<file path="config.mk">
export PLATFORM = sky130hd
export DESIGN_NAME = tone_steer
export DESIGN_NICKNAME = d
export VERILOG_FILES = /design/src/rtl/tone_steer_pkg.sv /design/src/rtl/tsl_tick_gen.sv /design/src/rtl/tsl_guard_fsm.sv /design/src/rtl/tsl_out_latch.sv /design/src/rtl/tone_steer.sv
export SDC_FILE = /design/constraint.sdc
export NUM_CORES = 1
export LEC_CHECK = 0
export CELL_PAD_IN_SITES_DETAIL_PLACEMENT = 0
export CELL_PAD_IN_SITES_GLOBAL_PLACEMENT = 1
export CORE_MARGIN = 1
export CORE_UTILIZATION = 41
export CTS_CLUSTER_SIZE = 10
export DETAILED_ROUTE_END_ITERATION = 12
export HOLD_SLACK_MARGIN = 0.1
export PLACE_DENSITY_LB_ADDON = 0.1
export SLEW_MARGIN = 20
export SYNTH_ARGS = -nofsm -noshare
export SYNTH_HDL_FRONTEND = slang
export SYNTH_SLANG_ARGS = --single-unit
</file>
<file path="constraint.sdc">
create_clock -name clk -period 4 [get_ports clk]
set_input_delay 0.8 -clock clk [delete_from_list [all_inputs] [get_ports clk]]
set_output_delay 0.8 -clock clk [all_outputs]
set_load 0.005 [all_outputs]
</file>
<file path="src/rtl/tone_steer_pkg.sv">
package tone_steer_pkg;

    localparam int DEF_CODE_W  = 4;
    localparam int DEF_GUARD_W = 8;

    // Qualification states of the steering machine
    typedef enum logic [1:0] {
        ST_IDLE  = 2'd0,
        ST_QPRES = 2'd1,
        ST_REG   = 2'd2,
        ST_QABS  = 2'd3
    } steer_st_e;

    // Control pulses from the state machine to the prescaler and latch
    typedef struct packed {
        logic restart;   // clear the tick prescaler
        logic load;      // capture code into the output latch
        logic release_t; // confirmed pause: drop delayed steering
    } steer_ctl_t;

    // Width of a counter that must hold values 0..n
    function automatic int cnt_width(input int n);
        return (n < 2) ? 1 : $clog2(n + 1);
    endfunction

endpackage

</file>
<file path="src/rtl/tsl_tick_gen.sv">
module tsl_tick_gen #(
    parameter int DIV = 3580
) (
    input  logic clk,
    input  logic rst,
    input  logic clr,
    output logic tick
);
    import tone_steer_pkg::*;

    localparam int PW = cnt_width(DIV - 1);

    generate
        if (DIV <= 1) begin : g_every
            assign tick = 1'b1;
        end else begin : g_count
            logic [PW-1:0] pcnt;
            always_ff @(posedge clk) begin
                if (rst || clr) begin
                    pcnt <= '0;
                end else if (pcnt == PW'(DIV - 1)) begin
                    pcnt <= '0;
                end else begin
                    pcnt <= pcnt + 1'b1;
                end
            end
            assign tick = (pcnt == PW'(DIV - 1));
        end
    endgenerate

endmodule

</file>
<file path="src/rtl/tsl_guard_fsm.sv">
module tsl_guard_fsm #(
    parameter int GUARD_W = 8
) (
    input  logic               clk,
    input  logic               rst,
    input  logic               pd,
    input  logic               est,
    input  logic               tick,
    input  logic [GUARD_W-1:0] gtp,
    input  logic [GUARD_W-1:0] gta,
    output tone_steer_pkg::steer_ctl_t ctl
);
    import tone_steer_pkg::*;

    steer_st_e           st, st_n;
    logic [GUARD_W-1:0]  cnt, cnt_n;
    logic [GUARD_W:0]    cnt_inc;
    logic [GUARD_W:0]    gtp_eff, gta_eff;

    assign cnt_inc = {1'b0, cnt} + 1'b1;
    assign gtp_eff = (gtp == '0) ? (GUARD_W+1)'(1) : {1'b0, gtp};
    assign gta_eff = (gta == '0) ? (GUARD_W+1)'(1) : {1'b0, gta};

    always_comb begin
        st_n  = st;
        cnt_n = cnt;
        ctl   = '0;
        if (pd) begin
            st_n  = ST_IDLE;
            cnt_n = '0;
        end else begin
            case (st)
                ST_IDLE: begin
                    if (est) begin
                        st_n        = ST_QPRES;
                        cnt_n       = '0;
                        ctl.restart = 1'b1;
                    end
                end
                ST_QPRES: begin
                    if (!est) begin
                        st_n        = ST_IDLE;
                        cnt_n       = '0;
                        ctl.restart = 1'b1;
                    end else if (tick) begin
                        if (cnt_inc >= gtp_eff) begin
                            st_n     = ST_REG;
                            cnt_n    = '0;
                            ctl.load = 1'b1;
                        end else begin
                            cnt_n = cnt_inc[GUARD_W-1:0];
                        end
                    end
                end
                ST_REG: begin
                    if (!est) begin
                        st_n        = ST_QABS;
                        cnt_n       = '0;
                        ctl.restart = 1'b1;
                    end
                end
                ST_QABS: begin
                    if (est) begin
                        st_n        = ST_REG;
                        cnt_n       = '0;
                        ctl.restart = 1'b1;
                    end else if (tick) begin
                        if (cnt_inc >= gta_eff) begin
                            st_n          = ST_IDLE;
                            cnt_n         = '0;
                            ctl.release_t = 1'b1;
                        end else begin
                            cnt_n = cnt_inc[GUARD_W-1:0];
                        end
                    end
                end
                default: begin
                    st_n  = ST_IDLE;
                    cnt_n = '0;
                end
            endcase
        end
    end

    always_ff @(posedge clk) begin
        if (rst) begin
            st  <= ST_IDLE;
            cnt <= '0;
        end else begin
            st  <= st_n;
            cnt <= cnt_n;
        end
    end

endmodule

</file>
<file path="src/rtl/tsl_out_latch.sv">
module tsl_out_latch #(
    parameter int CODE_W = 4,
    parameter int SETTLE = 18
) (
    input  logic              clk,
    input  logic              rst,
    input  logic              pd,
    input  logic              load,
    input  logic              release_t,
    input  logic [CODE_W-1:0] code_in,
    input  logic              oe,
    output logic [CODE_W-1:0] latch_q,
    output logic              std_q,
    output logic [CODE_W-1:0] q_data,
    output logic              q_valid
);
    import tone_steer_pkg::*;

    localparam int SETTLE_EFF = (SETTLE < 1) ? 1 : SETTLE;
    localparam int SW         = cnt_width(SETTLE_EFF);

    logic [SW-1:0] scnt;

    always_ff @(posedge clk) begin
        if (rst) begin
            latch_q <= '0;
            scnt    <= '0;
            std_q   <= 1'b0;
        end else begin
            if (load) begin
                latch_q <= code_in;
            end
            if (pd || release_t) begin
                scnt  <= '0;
                std_q <= 1'b0;
            end else if (load) begin
                scnt <= SW'(SETTLE_EFF);
            end else if (scnt != '0) begin
                scnt <= scnt - 1'b1;
                if (scnt == SW'(1)) begin
                    std_q <= 1'b1;
                end
            end
        end
    end

    assign q_valid = oe;
    assign q_data  = oe ? latch_q : '0;

endmodule

</file>
<file path="src/rtl/tone_steer.sv">
module tone_steer #(
    parameter int CLK_PER_TICK = 3580,
    parameter int SETTLE_CYC   = 18,
    parameter int CODE_W       = tone_steer_pkg::DEF_CODE_W,
    parameter int GUARD_W      = tone_steer_pkg::DEF_GUARD_W
) (
    input  logic               clk,
    input  logic               rst,
    input  logic               pwr_dn,
    input  logic               est_in,
    input  logic [CODE_W-1:0]  code_in,
    input  logic [GUARD_W-1:0] gtp_ticks,
    input  logic [GUARD_W-1:0] gta_ticks,
    input  logic               oe,
    output logic [CODE_W-1:0]  q_data,
    output logic               q_valid,
    output logic               std_out
);
    import tone_steer_pkg::*;

    steer_ctl_t        ctl;
    logic              tick;
    logic [CODE_W-1:0] latch_q;

    tsl_tick_gen #(.DIV(CLK_PER_TICK)) u_tick (
        .clk  (clk),
        .rst  (rst),
        .clr  (pwr_dn | ctl.restart),
        .tick (tick)
    );

    tsl_guard_fsm #(.GUARD_W(GUARD_W)) u_fsm (
        .clk  (clk),
        .rst  (rst),
        .pd   (pwr_dn),
        .est  (est_in),
        .tick (tick),
        .gtp  (gtp_ticks),
        .gta  (gta_ticks),
        .ctl  (ctl)
    );

    tsl_out_latch #(.CODE_W(CODE_W), .SETTLE(SETTLE_CYC)) u_latch (
        .clk       (clk),
        .rst       (rst),
        .pd        (pwr_dn),
        .load      (ctl.load),
        .release_t (ctl.release_t),
        .code_in   (code_in),
        .oe        (oe),
        .latch_q   (latch_q),
        .std_q     (std_out),
        .q_data    (q_data),
        .q_valid   (q_valid)
    );

endmodule

</file>
==> tab_implementation.tex, run 1 <==
\begin{tabular}{lr}
\hline
Metric & Value \\
\hline
\multicolumn{2}{l}{\textbf{Outcome}} \\
Status & finished, final reports clean \\
\multicolumn{2}{l}{\textbf{Final layout}} \\
Commonest non-fill, non-tap cells in the layout & sky130\_fd\_sc\_hd\_\_dfxtp\_1 (32), sky130\_fd\_sc\_hd\_\_clkdlybuf4s50\_1 (30), sky130\_fd\_sc\_hd\_\_nor2\_1 (29), sky130\_fd\_sc\_hd\_\_inv\_1 (27), sky130\_fd\_sc\_hd\_\_ha\_1 (25) \\
Net count reported at finish & 338 \\
Area grow syn2layout & 20.4\% \\
Diodes inserted & 0 \\
Count of filler cells inserted in the layout & 511 \\
Most common library cell in the layout ignoring fill and taps & sky130\_fd\_sc\_hd\_\_dfxtp\_1 \\
Fraction of final layout cells sized beyond drive strength 1 & 6.92\% \\
\multicolumn{2}{l}{\textbf{Global routing}} \\
Number of antenna violations at the first check in global routing & 0 \\
Combined global-route utilization of all metal layers & around 17\% \\
GRT Residual Overflow & 0 \\
Maximum number of pins on one net before global-route repair & 19 \\
Global-route wire length before repair & around 7400 um \\
Vias in the first global route & $\sim$1.7k \\
\multicolumn{2}{l}{\textbf{Yosys}} \\
Number of flip-flops and latches in the synthesized netlist & 32 \\
Fraction of the yosys area taken by sequential cells & between 20\% and 30\% \\
Count of yosys warnings during synthesis & 0 \\
Summed instance area of the synthesized netlist & between 2000 and 2500 um2 \\
Post-Syn Area per Cell & between 8 and 9 um2 \\
Unique cell type count in the Yosys netlist & 45 \\
Asr flop ratio synth & 0\% \\
Number of flops mapped to enable cells by yosys & 0 \\
Post-synthesis cell count & 257 \\
Dominant register cell in the synthesized netlist & sky130\_fd\_sc\_hd\_\_dfxtp\_1 \\
Net count after synthesis & $\sim$310 \\
\multicolumn{2}{l}{\textbf{CTS}} \\
Total number of clock tree sinks & 32 \\
Clock buffers created by TritonCTS & 5 \\
Register clock-pin slew on the reported worst setup and hold paths & 70 ps \\
CTS Hold Buffers Added & 0 \\
Root Buffer Master & sky130\_fd\_sc\_hd\_\_clkbuf\_8 \\
CTS tree & built \\
Worst skew pair latency & $\sim$270 ps \\
Depth of the CTS H-tree & 2 \\
Post-CTS setup-driven buffer insertion count & 0 \\
CTS resizes & 0 \\
Largest buffer count on any clock path & 2 \\
\multicolumn{2}{l}{\textbf{Timing}} \\
Setup TNS Final & 0 ps \\
Post-route fraction of the period consumed by the critical path & between 70\% and 80\% \\
Clock period minus worst slack & $\sim$3200 ps \\
Highest attainable clock frequency & approximately 310 MHz \\
RSZ-0062 raised after global routing & no \\
Clock skew after layout & approximately 3.4 ps \\
Total of endpoints with negative setup slack in the final report & 0 \\
Number of slew-limit violations in the final report & 0 \\
Minimum setup slack in the final design & around 800 ps \\
Final-layout worst hold slack & 460 ps \\
Tightest Pin Transition & 822 ps \\
Endpoints failing hold & 0 \\
Worst rel slew slack & between 40\% and 50\% \\
\multicolumn{2}{l}{\textbf{Power and ir drop}} \\
Ratio of total power to cell area & between 300 and 400 nW/um2 \\
Leakage & approximately 0.0011 uW \\
Peak supply drop & roughly 200 uV \\
\multicolumn{2}{l}{\textbf{Worst setup path}} \\
Kind of end point of the critical path & register \\
Required time at the endpoint of the critical path & between 4000 and 5000 ps \\
Kind of launch point of the worst setup path & register \\
Worst Path Max Fanout & 11 \\
Critical path class & register to register \\
Arr. time, crit path & 3410 ps \\
\multicolumn{2}{l}{\textbf{Floorplanning}} \\
IO Count & 31 \\
DIE WIDTH & around 75 um \\
Number of placement rows & 26 \\
Placeable Area & 5110 um2 \\
Die height & about 75 um \\
Effective utilization at floorplan & a little over two fifths \\
Die Outline Area & 5620 um2 \\
\multicolumn{2}{l}{\textbf{Detailed routing}} \\
Routed vias/inst & a little under 5 \\
Wire length per cell after detailed routing & roughly 12 um \\
Vias after detailed routing & 1,777 \\
Number of iterations in the first detailed-routing pass & 4 \\
Sum of routed wire length over all layers & approximately 4300 um \\
Post-route antenna net violation count & 0 \\
Initial detailed-routing violation count & 57 \\
Remaining DRCs & 0 \\
\multicolumn{2}{l}{\textbf{Place}} \\
Pre-CTS setup slack & around 570 ps \\
Final weighted congestion in routability-driven placement & 0.802 \\
Input/output buffers & 30 \\
Detailed-placement wirelength estimate & $\sim$3300 um \\
\multicolumn{2}{l}{\textbf{Hold path}} \\
Hold Path Class & register to register \\
\multicolumn{2}{l}{\textbf{Job}} \\
Max-capacitance violation count & 0 \\
\hline
\end{tabular}
==> flip-flops by register name, indices dropped and copies added, names as in the netlist, named ones only <==
register	flops
u_tick.g_count.pcnt	12
u_latch.scnt	5
u_fsm.cnt	8
u_latch.latch_q	4
u_fsm.st	1
u_latch.std_q	1
==> area by class of cell <==
class / count / area [um2] / share of cell area [%]
timing repair buffer: 31 / 308 / 11.7
multi-input combinational: 191 / 1390 / 52.7
clock inverter: 2 / 35.0 / 1.33
sequential: 32 / 641 / 24.4
clock buffer: 6 / 72.6 / 2.76
tap: 70 / 87.6 / 3.33
inverter: 27 / 101 / 3.85
==> power breakdown <==
part	switching (uW)	total (uW)	internal, uW	leakage (uW)
Sequential	18.1	359	341	0.000258
Combinational	123	252	129	0.000802
Clock	118	303	185	0.0000552
Total	259	914	655	0.00112
==> cells by family after synthesis <==
logic type | synth area share, %
adder cells (fa/ha/maj) | 14.3
AO/OA/AOI/OAI | 14.1
multiplexers | 2.81
flip-flops | 29.3
XOR/XNOR | 8.02
AND/OR/NAND/NOR | 24.2
buffers and inverters | 7.27
==> routing by layer <==
layer,wire (um),GRT usage (%)
met1,2380,25.0
met3,132,3.61
met4,22,4.40
met5,0,0
met2,1790,25.2
==> Yosys cell counts (all sizes together), types with 3 or more instances <==
cell type / instances / area (um2)
a211o: 6 / 52.6
a21o: 4 / 30.0
a21oi: 13 / 65.1
and2: 5 / 31.3
and3: 5 / 41.3
buf: 6 / 43.8
dfxtp: 32 / 641
ha: 25 / 313
inv: 27 / 101
mux2i: 5 / 50.1
nand2: 18 / 67.6
nand2b: 4 / 25.0
nand3: 19 / 95.1
nand4: 3 / 18.8
nor2: 29 / 109
nor3: 6 / 30.0
o21ai: 3 / 18.8
or3: 4 / 25.0
xnor2: 12 / 105
xor2: 8 / 70.1
==> critical path, stage by stage (launching register included) <==
cell and delay, ps:
sky130_fd_sc_hd__dfxtp_1 450, sky130_fd_sc_hd__ha_1 300, sky130_fd_sc_hd__nand2_1 100, sky130_fd_sc_hd__nor2_1 140, sky130_fd_sc_hd__xnor2_1 160, sky130_fd_sc_hd__inv_1 110
sky130_fd_sc_hd__ha_1 320, sky130_fd_sc_hd__and3_4 180, sky130_fd_sc_hd__a221oi_2 220, sky130_fd_sc_hd__nand2_1 130, sky130_fd_sc_hd__or3_1 570, sky130_fd_sc_hd__a211o_1 330
sky130_fd_sc_hd__a21oi_1 130
==> stage by stage <==
step / utilization [%] / total power, uW / std cells / instance area [um2]
after CTS: 51.5 / 931 / 359 / 2630
after global routing: 51.5 / 978 / 359 / 2630
after detailed placement: 49.4 / 620 / 351 / 2520
final: 51.5 / 914 / 359 / 2630
after floorplan: - / 563 / 257 / 2180
after global placement: 49.4 / 621 / 351 / 2520
==> worst paths after layout <==
path / startpoint / end / slack, ps / cells after the start
worst max-delay path: u_fsm.cnt[0] / u_fsm.cnt[6] / 800 / 12
worst min-delay path: u_tick.g_count.pcnt[0] / u_tick.g_count.pcnt[0] / 460 / 1
worst max register to register: u_fsm.cnt[0] / u_fsm.cnt[6] / 800 / 12
worst min register to register: u_tick.g_count.pcnt[0] / u_tick.g_count.pcnt[0] / 460 / 1
Note: power is estimated with default switching activity, not from simulation.
==> inputs of run 2 (changes only) <==
==> constraint.sdc (replaced) <==
create_clock -name clk -period 2.95 [get_ports clk]
set_input_delay 0.59 -clock clk [delete_from_list [all_inputs] [get_ports clk]]
set_output_delay 0.59 -clock clk [all_outputs]
set_load 0.005 [all_outputs]
==> tab_implementation.tex, run 2 (synthesized netlist as in run 1, its figures left out) <==
\begin{tabular}{lr}
\hline
Metric & Value \\
\hline
\multicolumn{2}{l}{\textbf{Outcome}} \\
Status & finished, final reports clean \\
\multicolumn{2}{l}{\textbf{Power and ir drop}} \\
Peak supply drop & about 310 uV \\
Design Power & roughly 1200 uW \\
Fraction of power consumed by the clock network & $\sim$28\% \\
Combinational power share & 30.6\% \\
Switching share of power & between 30\% and 40\% \\
P\_sw & roughly 350 uW \\
Cell internal power dissipation & roughly 810 uW \\
Leakage & around 0.0012 uW \\
Power share of the sequential group & 41.9\% \\
Ratio of total power to cell area & $\sim$400 nW/um2 \\
\multicolumn{2}{l}{\textbf{Timing}} \\
Tightest Pin Transition & roughly 520 ps \\
Minimum setup slack in the final design & 129 ps \\
Post-route fraction of the period consumed by the critical path & between 90\% and 100\% \\
Clock skew after layout & slightly below 4 ps \\
Clock period minus worst slack & between 2000 and 3000 ps \\
Number of slew-limit violations in the final report & 0 \\
Total of endpoints with negative setup slack in the final report & 0 \\
Final-layout worst hold slack & 463 ps \\
Worst rel slew slack & 65.4\% \\
Endpoints failing hold & 0 \\
Setup TNS Final & 0 ps \\
Highest attainable clock frequency & 354 MHz \\
\multicolumn{2}{l}{\textbf{CTS}} \\
CTS tree & built \\
Register clock-pin slew on the reported worst setup and hold paths & 70 ps \\
Clock buffers created by TritonCTS & 5 \\
Depth of the CTS H-tree & 2 \\
Worst skew pair latency & approximately 280 ps \\
Total number of clock tree sinks & 32 \\
Root Buffer Master & sky130\_fd\_sc\_hd\_\_clkbuf\_8 \\
Largest buffer count on any clock path & 2 \\
\multicolumn{2}{l}{\textbf{Hold path}} \\
Hold Path Class & register to register \\
Worst min-delay path startpoint & u\_tick.g\_count.pcnt[0] \\
Number of stages on the worst hold path & 1 \\
Worst-case hold path end point & u\_tick.g\_count.pcnt[0] \\
\multicolumn{2}{l}{\textbf{Worst setup path}} \\
Kind of launch point of the worst setup path & register \\
Arr. time, crit path & 3030 ps \\
Critical path class & register to register \\
Capturing point of the worst reg2reg path & u\_fsm.cnt[4] \\
Setup slack on the worst flop-to-flop path & 130 ps \\
Required time at the endpoint of the critical path & around 3200 ps \\
Startpoint of the lowest-slack register-to-register path & u\_fsm.cnt[1] \\
Worst Path Max Fanout & 11 \\
Kind of end point of the critical path & register \\
Worst reg2reg path depth & 13 \\
Timing startpoint of the critical path & u\_fsm.cnt[1] \\
\multicolumn{2}{l}{\textbf{Final layout}} \\
Most common library cell in the layout ignoring fill and taps & sky130\_fd\_sc\_hd\_\_clkdlybuf4s50\_1 \\
Util after Layout & between 50 and 60\% \\
Diodes inserted & 0 \\
Biggest register & u\_tick.g\_count.pcnt \\
Area grow syn2layout & 33.9\% \\
Top Registers & u\_tick.g\_count.pcnt: 12 flops, u\_fsm.cnt: 8 flops, u\_latch.scnt: 5 flops \\
Net count reported at finish & $\sim$360 \\
Fraction of final layout cells sized beyond drive strength 1 & a little over a fifth \\
Commonest non-fill, non-tap cells in the layout & sky130\_fd\_sc\_hd\_\_clkdlybuf4s50\_1 (30), sky130\_fd\_sc\_hd\_\_nor2\_1 (26), sky130\_fd\_sc\_hd\_\_dfxtp\_1 (26), sky130\_fd\_sc\_hd\_\_inv\_1 (25), sky130\_fd\_sc\_hd\_\_buf\_4 (22) \\
Largest register FFs & 12 \\
\multicolumn{2}{l}{\textbf{Job}} \\
Max-capacitance violation count & 0 \\
\multicolumn{2}{l}{\textbf{Global routing}} \\
Combined global-route utilization of all metal layers & between 10\% and 20\% \\
GRT Residual Overflow & 0 \\
Global-route wire length before repair & between 7000 and 8000 um \\
Number of antenna violations at the first check in global routing & 0 \\
Vias in the first global route & about 1.7k \\
Maximum number of pins on one net before global-route repair & 13 \\
\multicolumn{2}{l}{\textbf{Floorplanning}} \\
Die Outline Area & about 5600 um2 \\
Number of placement rows & 26 \\
DIE WIDTH & about 75 um \\
IO Count & 31 \\
Placeable Area & 5110 um2 \\
Effective utilization at floorplan & between 40\% and 50\% \\
Die height & between 70 and 80 um \\
\multicolumn{2}{l}{\textbf{Detailed routing}} \\
Post-route antenna net violation count & 0 \\
Vias after detailed routing & $\sim$1.9k \\
Remaining DRCs & 0 \\
Wire length per cell after detailed routing & 12.3 um \\
Number of iterations in the first detailed-routing pass & 4 \\
Sum of routed wire length over all layers & approximately 4700 um \\
Initial detailed-routing violation count & between 40 and 50 \\
Routed vias/inst & roughly 5 \\
\multicolumn{2}{l}{\textbf{Place}} \\
Pre-CTS setup slack & -163 ps \\
Detailed-placement wirelength estimate & between 3000 and 4000 um \\
Final weighted congestion in routability-driven placement & between 0.7 and 0.8 \\
Input/output buffers & 30 \\
\hline
\end{tabular}
run 2: changes by cell type in the layout (fill, tap and decap cells not counted), moves of 3 or more:
cell / delta
sky130_fd_sc_hd__buf_4: +21
sky130_fd_sc_hd__dfxtp_1: -6
sky130_fd_sc_hd__dfxtp_2: +5
sky130_fd_sc_hd__ha_1: -4
sky130_fd_sc_hd__ha_4: +4
sky130_fd_sc_hd__nor2_1: -3
sky130_fd_sc_hd__xnor2_1: -3
sky130_fd_sc_hd__xnor2_2: +3
run 2: power by group through the flow:
| stage | sequential [uW] | clock, uW | combinational, uW |
|---|---|---|---|
| 5_1_grt | 489 | 354 | 409 |
| 3_5_place_dp | 497 | 0 | 355 |
| 6_report | 485 | 319 | 355 |
| 3_3_place_gp | 496 | 0 | 353 |
| 2_1_floorplan | 491 | 0 | 273 |
| 4_1_cts | 487 | 333 | 356 |
run 2: repair_timing:
action | in CTS | in global routing
setup endpoints to repair | 6 | 9
setup buffers | 1 | 3
hold buffers | 0 | 0
pin swaps | 2 | 9
gates resized for setup | 1 | 28
run 2: worst max-delay path by stage:
stage                        end  slack [ps]  depth (start not counted)
floorplan           u_fsm.cnt[0]         170                         13
global placement    u_fsm.cnt[6]        -150                         11
detailed placement  u_fsm.cnt[6]        -160                         11
CTS                 u_fsm.cnt[4]           8                         13
global route        u_fsm.cnt[5]         -10                         12
finish              u_fsm.cnt[4]         130                         13
run 2: stage by stage:
stage                     area, um2  cells
after detailed placement       2680    370
after global routing           2930    381
final                          2930    381
after CTS                      2770    378
after floorplan                2180    257
after global placement         2680    370
run 2: final cells by class:
| type | instances | area [um2] |
|---|---|---|
| Clock buffer | 6 | 72.6 |
| Tap cell | 70 | 87.6 |
| Timing Repair Buffer | 54 | 497 |
| Multi-Input combinational cell | 191 | 1510 |
| Inverter | 27 | 101 |
| Clock inverter | 1 | 5.00 |
| Sequential cell | 32 | 651 |
| Fill cell | 505 | 2180 |
run 2: metal layers:
metal	vias to the layer above	GRT usage (%)	share of wire (%)
met5	-	0	0
met2	34	26.1	44
li1	995	-	-
met3	6	3.61	3.6
met4	0	5.66	1.1
met1	859	24.4	51
run 2: worst max-delay path: stages, from the launching register on:
cell and delay (ps):
sky130_fd_sc_hd__dfxtp_2 360, sky130_fd_sc_hd__ha_4 150, sky130_fd_sc_hd__nand2_1 90, sky130_fd_sc_hd__nor2_2 170
sky130_fd_sc_hd__xnor2_2 140, sky130_fd_sc_hd__inv_2 90, sky130_fd_sc_hd__ha_1 310, sky130_fd_sc_hd__and3_4 180
sky130_fd_sc_hd__a221oi_2 230, sky130_fd_sc_hd__nand2_1 120, sky130_fd_sc_hd__or3_4 380, sky130_fd_sc_hd__buf_6 150
sky130_fd_sc_hd__a211o_1 250, sky130_fd_sc_hd__a21oi_1 130
